<file path="src/rtl/pseq_pkg.sv">
package pseq_pkg;

    localparam int PC_W   = 16;
    localparam int OFF_W  = 13;
    localparam int PG_W   = PC_W - OFF_W;
    localparam int LIT_W  = 8;

    typedef enum logic [2:0] {
        ACT_SEQ,
        ACT_PAGE,
        ACT_SKIP,
        ACT_RET_NP,
        ACT_RET,
        ACT_RET_LIT,
        ACT_JUMP,
        ACT_CALL
    } act_e;

    typedef struct packed {
        logic call;
        logic jump;
        logic ret_lit;
        logic ret;
        logic ret_np;
        logic skip;
        logic set_page;
    } ctl_s;

    // Fixed priority: one action wins each cycle.
    function automatic act_e pick_action(ctl_s c);
        if (c.call)          return ACT_CALL;
        else if (c.jump)     return ACT_JUMP;
        else if (c.ret_lit)  return ACT_RET_LIT;
        else if (c.ret)      return ACT_RET;
        else if (c.ret_np)   return ACT_RET_NP;
        else if (c.skip)     return ACT_SKIP;
        else if (c.set_page) return ACT_PAGE;
        else                 return ACT_SEQ;
    endfunction

    function automatic logic [PC_W-1:0] form_target(logic [PG_W-1:0] pg,
                                                    logic [OFF_W-1:0] off);
        return {pg, off};
    endfunction

    function automatic logic is_return(act_e a);
        return (a == ACT_RET) || (a == ACT_RET_NP) || (a == ACT_RET_LIT);
    endfunction

endpackage

</file>
<file path="src/rtl/pseq_stack.sv">
module pseq_stack #(
    parameter int DEPTH = 16,
    parameter int W     = 16
) (
    input  logic                         clk,
    input  logic                         rst,
    input  logic                         push,
    input  logic                         pop,
    input  logic [W-1:0]                 push_val,
    output logic [W-1:0]                 top_val,
    output logic [$clog2(DEPTH+1)-1:0]   depth,
    output logic                         empty,
    output logic                         full,
    output logic                         underflow
);
    localparam int PTR_W = (DEPTH > 1) ? $clog2(DEPTH) : 1;
    localparam int CNT_W = $clog2(DEPTH + 1);
    localparam logic [PTR_W-1:0] PTR_LAST = PTR_W'(DEPTH - 1);
    localparam logic [CNT_W-1:0] CNT_MAX  = CNT_W'(DEPTH);

    logic [W-1:0]     mem [DEPTH];
    logic [PTR_W-1:0] ptr_q;
    logic [CNT_W-1:0] cnt_q;
    logic             uf_q;
    logic [PTR_W-1:0] ptr_inc;
    logic [PTR_W-1:0] ptr_dec;

    always_comb begin
        ptr_inc = (ptr_q == PTR_LAST) ? '0 : ptr_q + PTR_W'(1);
        ptr_dec = (ptr_q == '0) ? PTR_LAST : ptr_q - PTR_W'(1);
    end

    assign empty     = (cnt_q == '0);
    assign full      = (cnt_q == CNT_MAX);
    assign depth     = cnt_q;
    assign underflow = uf_q;
    assign top_val   = empty ? '0 : mem[ptr_dec];

    always_ff @(posedge clk) begin
        if (push) begin
            mem[ptr_q] <= push_val;
        end
    end

    always_ff @(posedge clk) begin
        if (rst) begin
            ptr_q <= '0;
            cnt_q <= '0;
            uf_q  <= 1'b0;
        end else if (push) begin
            ptr_q <= ptr_inc;
            if (!full) cnt_q <= cnt_q + CNT_W'(1);
        end else if (pop) begin
            if (empty) begin
                uf_q <= 1'b1;
            end else begin
                ptr_q <= ptr_dec;
                cnt_q <= cnt_q - CNT_W'(1);
            end
        end
    end

    // occupancy never exceeds the depth
    p_depth_bound_r10: assert property (@(posedge clk) disable iff (rst)
        cnt_q <= CNT_MAX);

    // a push below full grows the depth by one
    p_push_grows_r10: assert property (@(posedge clk) disable iff (rst)
        (push && !full) |=> (cnt_q == $past(cnt_q) + CNT_W'(1)));

    // a push on a full stack keeps it full
    p_full_holds_r10: assert property (@(posedge clk) disable iff (rst)
        (push && full) |=> full);

    // the underflow flag is sticky
    p_underflow_sticky_r11: assert property (@(posedge clk) disable iff (rst)
        uf_q |=> uf_q);

    // popping an empty stack leaves it empty
    p_empty_pop_r11: assert property (@(posedge clk) disable iff (rst)
        (pop && empty) |=> (empty && uf_q));

    // push and pop never come from the same cycle
    p_one_stack_op_r9: assert property (@(posedge clk) disable iff (rst)
        !(push && pop));

endmodule

</file>
<file path="src/rtl/pseq_nextpc.sv">
module pseq_nextpc
    import pseq_pkg::*;
(
    input  act_e              act,
    input  logic [PC_W-1:0]   pc,
    input  logic [PG_W-1:0]   page,
    input  logic [OFF_W-1:0]  off,
    input  logic [PG_W-1:0]   pg_fld,
    input  logic [PC_W-1:0]   top_val,
    output logic [PC_W-1:0]   pc_n,
    output logic [PG_W-1:0]   page_n,
    output logic              push,
    output logic              pop,
    output logic [PC_W-1:0]   push_val,
    output logic              w_we_n
);
    logic [PC_W-1:0] pc_inc;
    logic [PC_W-1:0] target;

    assign pc_inc   = pc + PC_W'(1);
    assign target   = form_target(page, off);
    assign push_val = pc_inc;

    always_comb begin
        pc_n   = pc_inc;
        page_n = page;
        push   = 1'b0;
        pop    = 1'b0;
        w_we_n = 1'b0;
        unique case (act)
            ACT_CALL: begin
                push = 1'b1;
                pc_n = target;
            end
            ACT_JUMP: pc_n = target;
            ACT_RET_LIT: begin
                pop    = 1'b1;
                pc_n   = top_val;
                page_n = top_val[PC_W-1:OFF_W];
                w_we_n = 1'b1;
            end
            ACT_RET: begin
                pop    = 1'b1;
                pc_n   = top_val;
                page_n = top_val[PC_W-1:OFF_W];
            end
            ACT_RET_NP: begin
                pop  = 1'b1;
                pc_n = top_val;
            end
            ACT_SKIP: pc_n = pc + PC_W'(2);
            ACT_PAGE: page_n = pg_fld;
            default:  pc_n = pc_inc;
        endcase
    end

endmodule

</file>
<file path="src/rtl/pseq_top.sv">
module pseq_top
    import pseq_pkg::*;
#(
    parameter int STK_DEPTH = 16
) (
    input  logic                          clk,
    input  logic                          rst,
    input  logic                          ctl_jump,
    input  logic                          ctl_call,
    input  logic                          ctl_ret,
    input  logic                          ctl_ret_np,
    input  logic                          ctl_ret_lit,
    input  logic                          ctl_set_page,
    input  logic                          ctl_skip,
    input  logic [12:0]                   addr_fld,
    input  logic [2:0]                    page_fld,
    input  logic [7:0]                    lit_fld,
    output logic [15:0]                   pc_o,
    output logic [2:0]                    page_o,
    output logic                          w_we_o,
    output logic [7:0]                    w_data_o,
    output logic [$clog2(STK_DEPTH+1)-1:0] stk_depth_o,
    output logic                          stk_empty_o,
    output logic                          stk_full_o,
    output logic                          underflow_o
);
    ctl_s             ctl;
    act_e             act;
    logic [PC_W-1:0]  pc_q, pc_n;
    logic [PG_W-1:0]  page_q, page_n;
    logic             w_we_q, w_we_n;
    logic [LIT_W-1:0] w_data_q;
    logic             push, pop;
    logic [PC_W-1:0]  push_val, top_val;

    assign ctl = '{call: ctl_call, jump: ctl_jump, ret_lit: ctl_ret_lit,
                   ret: ctl_ret, ret_np: ctl_ret_np, skip: ctl_skip,
                   set_page: ctl_set_page};
    assign act = pick_action(ctl);

    pseq_nextpc u_next (
        .act      (act),
        .pc       (pc_q),
        .page     (page_q),
        .off      (addr_fld),
        .pg_fld   (page_fld),
        .top_val  (top_val),
        .pc_n     (pc_n),
        .page_n   (page_n),
        .push     (push),
        .pop      (pop),
        .push_val (push_val),
        .w_we_n   (w_we_n)
    );

    pseq_stack #(.DEPTH(STK_DEPTH), .W(PC_W)) u_stack (
        .clk       (clk),
        .rst       (rst),
        .push      (push),
        .pop       (pop),
        .push_val  (push_val),
        .top_val   (top_val),
        .depth     (stk_depth_o),
        .empty     (stk_empty_o),
        .full      (stk_full_o),
        .underflow (underflow_o)
    );

    always_ff @(posedge clk) begin
        if (rst) begin
            pc_q     <= '0;
            page_q   <= '0;
            w_we_q   <= 1'b0;
            w_data_q <= '0;
        end else begin
            pc_q   <= pc_n;
            page_q <= page_n;
            w_we_q <= w_we_n;
            if (w_we_n) w_data_q <= lit_fld;
        end
    end

    assign pc_o     = pc_q;
    assign page_o   = page_q;
    assign w_we_o   = w_we_q;
    assign w_data_o = w_data_q;

    // a lone skip advances by two
    p_skip_step_r8: assert property (@(posedge clk) disable iff (rst)
        (ctl_skip && !ctl_call && !ctl_jump && !ctl_ret && !ctl_ret_np && !ctl_ret_lit)
        |=> (pc_q == $past(pc_q) + 16'd2));

    // a winning no-page return keeps the page
    p_np_keeps_page_r5: assert property (@(posedge clk) disable iff (rst)
        (ctl_ret_np && !ctl_call && !ctl_jump && !ctl_ret && !ctl_ret_lit)
        |=> $stable(page_q));

    // a jump keeps the page and lands on the given offset
    p_jump_target_r2: assert property (@(posedge clk) disable iff (rst)
        (ctl_jump && !ctl_call) |=> ($stable(page_q) && pc_q[12:0] == $past(addr_fld)));

    // the write strobe lasts one cycle
    p_wstrobe_pulse_r6: assert property (@(posedge clk) disable iff (rst)
        (w_we_q && !$past(ctl_ret_lit && !ctl_call && !ctl_jump)) |-> 1'b0);

    // a cycle with no action steps the PC by one
    p_seq_step_r12: assert property (@(posedge clk) disable iff (rst)
        !(ctl_call || ctl_jump || ctl_ret || ctl_ret_np || ctl_ret_lit || ctl_skip)
        |=> (pc_q == $past(pc_q) + 16'd1));

endmodule

</file>
<file path="config.mk">
export PLATFORM = sky130hd
export DESIGN_NAME = pseq_top
export DESIGN_NICKNAME = d
export VERILOG_FILES = /design/src/rtl/pseq_pkg.sv /design/src/rtl/pseq_stack.sv /design/src/rtl/pseq_nextpc.sv /design/src/rtl/pseq_top.sv
export SDC_FILE = /design/constraint.sdc
export NUM_CORES = 1
export LEC_CHECK = 0
export ABC_AREA = 1
export BUFFER_PORTS_ARGS = -buffer_cell sky130_fd_sc_hd__buf_2
export CORE_MARGIN = 3
export CORE_UTILIZATION = 47
export CTS_BUF_LIST = sky130_fd_sc_hd__clkbuf_4
export DETAILED_ROUTE_END_ITERATION = 7
export GPL_TIMING_DRIVEN = 0
export PLACE_DENSITY_LB_ADDON = 0.08
export SYNTH_ARGS = -nofsm -noshare
export SYNTH_HDL_FRONTEND = slang
export SYNTH_SLANG_ARGS = --single-unit
</file>
<file path="constraint.sdc">
create_clock -name clk -period 1.9 [get_ports clk]
set_input_delay 0.19 -clock clk [delete_from_list [all_inputs] [get_ports clk]]
set_output_delay 0.19 -clock clk [all_outputs]
set_load 0.05 [all_outputs]
</file>
==> run_results.csv, run 1 <==
group,metric,value,unit
status,outcome,"finished, violations left",
status,failed_checks,"setup timing",
drt,wl_per_cell,21.3,um
floorplanning,fp.dieArea,29000,sq um
pwr,ir_worst_vdd,0.804,mV
finish,finalInstanceArea,17300,sq um
sta,rsz0062_at_grt,"true",
finish,final_common_cell,"nand2_1",
sta,hold_slack,0.0568,ns
floorplanning,start_util,48.3,%
cts,numCtsBuffers,79,
logic_synthesis,ys_seq_elements,294,
critical_path,r2r_end,"pc_o[15]",
finish,syn2layout_area_growth,36.1,%
cts,insertion_delay,0.71,ns
grt,top_usage_layer,"met2",
logic_synthesis,yosysWarnings,0,
sta,max_slew_margin,49.6,%
grt,antenna_found_initial,1,
finish,drive_gt1_share,33.1,%
logic_synthesis,ys_seq_area_share,66.6,%
sta,setup_ws,-0.0535,ns
place,pre_cts_ws,-1.05,ns
place,dp.cells,1621,
critical_path,r2r_slack,-0.05,ns
drt,drcViolationCount,0,
floorplanning,fp.dieH,170,um
cts,path_clk_slew,0.07,ns
run,cap_violations,0,
finish,final_nets,1486,
sta,slew_viol_final,0,
sta,period_needed,1.95,ns
pwr,p_leak,6.63,nW
sta,setup_viol,9,
sta,fmax,512,MHz
logic_synthesis,avgSynthCellArea,10.5,sq um
logic_synthesis,synth_top_family_by_area,"simple AND/OR/NAND/NOR gates",
logic_synthesis,syn_inst,1202,
grt,grt_pass1_vias,9891,
grt,met3_usage,6.60,%
logic_synthesis,synthMuxAreaShare,0,%
grt,grt_pass1_wl,58.5,mm
place,port_buffers,68,
floorplanning,die_x,170,um
drt,viasPerCell,5.50,
place,placed_area,13900,sq um
finish,stdcell_count,1839,
critical_path,slowest_stage,"dfxtp_4",
place,gp_congestion,0.905,
floorplanning,core_area,26300,sq um
floorplanning,io_pins,69,
critical_path,critPathBufInv,3,
critical_path,startpoint,"u_stack.ptr_q[1]",
logic_synthesis,yosysUniqueCellTypes,35,
pwr,power-per-cell-area,1450,nW/um^2
logic_synthesis,synthXorXnorAreaFrac,1.52,%
grt,overflow,0,
critical_path,cp_top_family,"simple AND/OR/NAND/NOR gates",
sta,fin_crit_sh,103,%
critical_path,timing.rr.start,"u_stack.ptr_q[1]",
drt,dr_total_vias,10100,
critical_path,cp_num_cells,10,
drt,drtAntennaViolNets,0,
cts,root_buffer,"clkbuf_4",
sta,final.setup_skew,0.0461,ns
drt,initialDrtViolationCount,911,
critical_path,critPathKind,"flop to flop",
critical_path,endpoint_kind,"flop",
grt,grtUsageTotal,27.1,%
critical_path,r2r_cells,10,
place,dp_hpwl,25.0,mm
logic_synthesis,netlist_area,12700,sq um
cts,cts_sinks,294,
cts,cts_tree,"yes",
sta,hold_viol,0,
grt,grtUsageMet1,35.6,%
min_path,holdCritPathClass,"input port to flop",
finish,final_core_util,65.7,%
drt,drt_wl_total,39.1,mm
finish,layout_common_cells,"nand2_1, edfxtp_1, nand3_1",
critical_path,worstSetupStartpointType,"flop",
cts,cts_max_level,3,
critical_path,crit_chain,"inv_4 > ha_4 > or2_4 > a21oi_4 > buf_6 > buf_12 > nand3_2 > nand3_4 > nand4_1 > a21oi_2",
sta,tightest_slew,0.755,ns
critical_path,crit_end,"pc_o[15]",
grt,grt_max_degree,23,
floorplanning,fp-row-count,59,
grt,use_met2,43.7,%
logic_synthesis,syn-num-nets,1246,
pwr,power,25.1,mW
critical_path,worstPathMaxFanout,10,
critical_path,worstPathRequired,2.51,ns
cts,clk_path_buf_depth,3,
drt,drt_first_pass_iters,7,
critical_path,cp_data_arrival_time,2.57,ns
logic_synthesis,synth_compound_area_share,3.93,%
sta,tns,-0.271,ns
logic_synthesis,synthSimpleGateAreaFrac,23.1,%
critical_path,slowest_delay,0.37,ns
logic_synthesis,synthAdderAreaFrac,1.14,%
[tightest hold or removal path, cell delays in order]
cell,delay [ns]
buf_2,0.07
inv_1,0.04
nand2_1,0.13
nor2_4,0.09
nor2_1,0.10
a21oi_1,0.06
[routing by layer]
| metal | vias to the layer above | wire, um |
|---|---|---|
| li1 | 4751 | - |
| met1 | 4853 | 15900 |
| met2 | 433 | 19000 |
| met3 | 74 | 2900 |
| met4 | 0 | 1210 |
| met5 | - | 0 |
[cell usage after synthesis]
master | n | area (sq um)
o2bb2ai_1 | 3 | 26.3
o221ai_1 | 3 | 26.3
o21a_1 | 1 | 7.51
fa_1 | 1 | 20.0
nand4_1 | 9 | 56.3
clkinv_1 | 2 | 7.51
edfxtp_1 | 256 | 7690
xor2_1 | 19 | 166
or2_1 | 1 | 6.26
ha_1 | 10 | 125
nand2_1 | 328 | 1230
a31oi_1 | 4 | 25.0
nor3_1 | 4 | 20.0
nor2_2 | 3 | 18.8
buf_4 | 10 | 75.1
buf_1 | 7 | 26.3
xnor2_1 | 3 | 26.3
a21oi_1 | 38 | 190
inv_2 | 7 | 26.3
nand3b_1 | 1 | 7.51
a21oi_2 | 1 | 8.76
o22ai_1 | 1 | 6.26
buf_2 | 21 | 105
nor3b_4 | 1 | 18.8
clkbuf_1 | 24 | 90.1
dfxtp_1 | 38 | 761
nand3_1 | 260 | 1300
o21ai_1 | 1 | 5.00
o21ai_0 | 36 | 180
o31ai_1 | 1 | 7.51
inv_1 | 38 | 143
nor2_1 | 65 | 244
nor3b_1 | 1 | 7.51
o211ai_1 | 2 | 15.0
nand2_2 | 2 | 12.5
[worst min path at each step]
stage                          start     endpoint  slack, ns  depth (start not counted)
after global placement    lit_fld[1]  w_data_o[1]       0.41                          3
final                       ctl_skip      pc_o[3]       0.06                          6
after detailed placement  lit_fld[7]  w_data_o[7]       0.42                          3
after global routing      ctl_ret_np      pc_o[5]       0.10                          6
after floorplan                  rst       w_we_o       0.26                          1
after CTS                 ctl_ret_np      pc_o[3]       0.03                          6
[final cells by class]
cell class / instances / area, sq um
repair inverters: 1 / 3.75
clock inverters: 16 / 86.3
fillers: 2065 / 9030
plain buffers: 60 / 672
multi-input cells: 799 / 4850
diodes: 1 / 2.50
clock buffers: 126 / 946
inverters: 47 / 210
flip-flops and latches: 294 / 8490
well taps: 335 / 419
repair buffers: 160 / 1570
[state kept, by name (all words and copies together), names as in the netlist]
name and cells:
w_we_o 1, w_data_o 8, u_stack.underflow 1, u_stack.mem 256
page_o 3, u_stack.ptr_q 4, u_stack.depth 5, pc_o 16
[cells by family (layout without fill, tap and decap cells)]
group | Yosys count | after routing
other | 0 | 1
AND/OR/NAND/NOR | 675 | 675
adder cells (fa/ha/maj) | 11 | 11
buffers and inverters | 109 | 410
AO/OA/AOI/OAI | 91 | 91
XOR/XNOR | 22 | 22
flip-flops | 294 | 294
[repair_timing]
action,4_1_cts,5_1_grt
resized for setup,248,88
buffers inserted,35,9
pin swaps,46,46
endpoints found under the setup margin,291,176
hold buffers,29,0
gates cloned,5,1
endpoints found under the hold margin,29,0
[power by group]
part / total (mW) / switching (mW) / internal (mW)
Combinational: 11.4 / 7.10 / 4.25
Sequential: 8.00 / 0.250 / 7.75
Clock: 5.72 / 2.60 / 3.13
Power figures use the tool's default switching activity.
==> inputs of run 2 (changes only) <==
--- a/config.mk
+++ b/config.mk
@@ -7,6 +7,7 @@
 export LEC_CHECK = 0
 export ABC_AREA = 1
 export BUFFER_PORTS_ARGS = -buffer_cell sky130_fd_sc_hd__buf_2
+export CAP_MARGIN = 30
 export CORE_MARGIN = 3
 export CORE_UTILIZATION = 47
 export CTS_BUF_LIST = sky130_fd_sc_hd__clkbuf_4
==> constraint.sdc (replaced) <==
create_clock -name clk -period 2.2 [get_ports clk]
set_input_delay 0.22 -clock clk [delete_from_list [all_inputs] [get_ports clk]]
set_output_delay 0.22 -clock clk [all_outputs]
set_load 0.05 [all_outputs]
==> run 2 against run 1 <==
Effect of this change: sequential share of layout area rose by 4.1 points; register-to-register slack better by 0.13 ns; wire length decreased by 4.5%; the flow now finishes without violations; maximum frequency shrank 8.1%; highest routed layer unchanged; hold slack better by 0.016 ns; first-iteration DRC count rose by 13%; utilization decreased by 5.3 points; global-route usage is 1.0 points lower; sequential cell count did not move; largest cell class unchanged; via count decreased by 1.7%; final area down 8.0%.
==> run_results.csv, run 2 (synthesized netlist as in run 1, its figures left out) <==
group,metric,value,unit
floorplanning,io_pins,69,
drt,drt_wl_total,37.3,mm
sta,fmax,471,MHz
grt,grtUsageTotal,26.1,%
drt,initialDrtViolationCount,1027,
finish,largest_reg_flops,256,
sta,setup_viol,0,
critical_path,critPathKind,"flop to flop",
finish,final_nets,1458,
drt,wl_per_cell,20.7,um
finish,regMostFlops,"u_stack.mem",
critical_path,endpoint_kind,"flop",
status,outcome,"completed",
finish,n_fill_cell,2181,
pwr,power,19.4,mW
drt,drtAntennaViolNets,0,
sta,hold_viol,0,
finish,layout_common_cells,"nand2_1, edfxtp_1, nand3_1",
floorplanning,die_x,170,um
grt,grt_pass1_wl,56.7,mm
cts,clk_path_buf_depth,3,
critical_path,worstPathRequired,2.74,ns
floorplanning,fp-row-count,59,
drt,drt_first_pass_iters,5,
floorplanning,fp.dieH,170,um
cts,insertion_delay,0.69,ns
place,port_buffers,68,
floorplanning,core_area,26300,sq um
drt,viasPerCell,5.51,
sta,slew_viol_final,0,
sta,final.setup_skew,0.0475,ns
grt,grt_pass1_vias,9736,
floorplanning,start_util,48.3,%
place,dp_hpwl,25.2,mm
pwr,p_leak,6.22,nW
floorplanning,fp.dieArea,29000,sq um
place,dp.cells,1628,
grt,grt_max_degree,23,
grt,overflow,0,
pwr,power-per-cell-area,1230,nW/um^2
critical_path,worstPathMaxFanout,10,
min_path,holdCritPathClass,"input port to flop",
sta,max_slew_margin,47.5,%
cts,cts_max_level,3,
run,cap_violations,0,
drt,dr_total_vias,9939,
cts,cts_tree,"yes",
drt,drcViolationCount,0,
sta,period_needed,2.12,ns
finish,drive_gt1_share,23.9,%
cts,numCtsBuffers,78,
cts,path_clk_slew,0.07,ns
cts,cts_sinks,294,
critical_path,cp_data_arrival_time,2.67,ns
finish,stdcell_count,1803,
finish,syn2layout_area_growth,25.1,%
critical_path,worstSetupStartpointType,"flop",
finish,final_common_cell,"nand2_1",
place,gp_congestion,0.929,
pwr,ir_worst_vdd,0.602,mV
sta,fin_crit_sh,96.6,%
grt,antenna_found_initial,1,
cts,root_buffer,"clkbuf_4",
sta,tightest_slew,0.787,ns
-- run 2: layout make-up --
class	instances	area [sq um]	share of cell area, %
multi-input combinational	799	4090	25.7
tap	335	419	2.64
buffer	62	460	2.90
inverter	47	181	1.14
clock inverter	14	164	1.03
antenna	3	7.51	0.0473
timing repair buffer	132	1220	7.67
sequential	294	8460	53.3
clock buffer	117	878	5.53
-- run 2: power by group --
part	leakage, nW	switching (mW)	total (mW)	internal [mW]
logic	2.94	5.11	7.51	2.40
clock network	0.615	2.19	5.07	2.88
registers	2.66	0.197	6.87	6.67
-- run 2: per-layer routing --
metal | GRT usage (%) | up-vias | wire length [um]
met1 | 35.4 | 4749 | 15400
met4 | 9.56 | 0 | 1030
met2 | 42.4 | 432 | 18000
li1 | - | 4672 | -
met3 | 4.74 | 86 | 2940
met5 | 0 | - | 0
-- run 2: repair_timing --
| action | 4_1_cts | 5_1_grt |
|---|---|---|
| hold buffers | 26 | 0 |
| pin swaps | 2 | 8 |
| endpoints found under the hold margin | 28 | 0 |
| resized for setup | 76 | 48 |
| setup buffers | 9 | 6 |
| setup endpoints to repair | 162 | 45 |
-- run 2: worst paths after layout --
kind | from | endpoint | slack, ns | cells after the start
max | u_stack.ptr_q[1] | page_o[1] | 0.08 | 10
min | ctl_ret_lit | page_o[0] | 0.07 | 4
max reg2reg | u_stack.ptr_q[1] | page_o[1] | 0.08 | 10
min reg2reg | u_stack.underflow | u_stack.underflow | 0.49 | 1
-- run 2: through the flow --
step / util [%] / area [sq um] / hold WS [ns] / TNS [ns] / setup slack [ns]
floorplan: - / 12700 / 0.292 / -1.29 / -0.0975
global placement: 51.2 / 13500 / 0.442 / -248.70 / -0.837
detailed placement: 53.1 / 14000 / 0.451 / -34.90 / -0.881
CTS: 59.5 / 15600 / 0.0406 / -0.0265 / -0.0265
global route: 60.4 / 15900 / 0.0952 / -0.00820 / -0.00431
finish: 60.4 / 15900 / 0.0730 / 0 / 0.0752
-- run 2: critical path: stages (launching register included) --
cell	delay, ns
dfxtp_2	0.35
inv_1	0.10
ha_1	0.21
or2_1	0.25
a21oi_4	0.25
inv_2	0.13
buf_4	0.22
nand3_1	0.10
nand3_1	0.17
nand3_1	0.14
a21oi_1	0.08
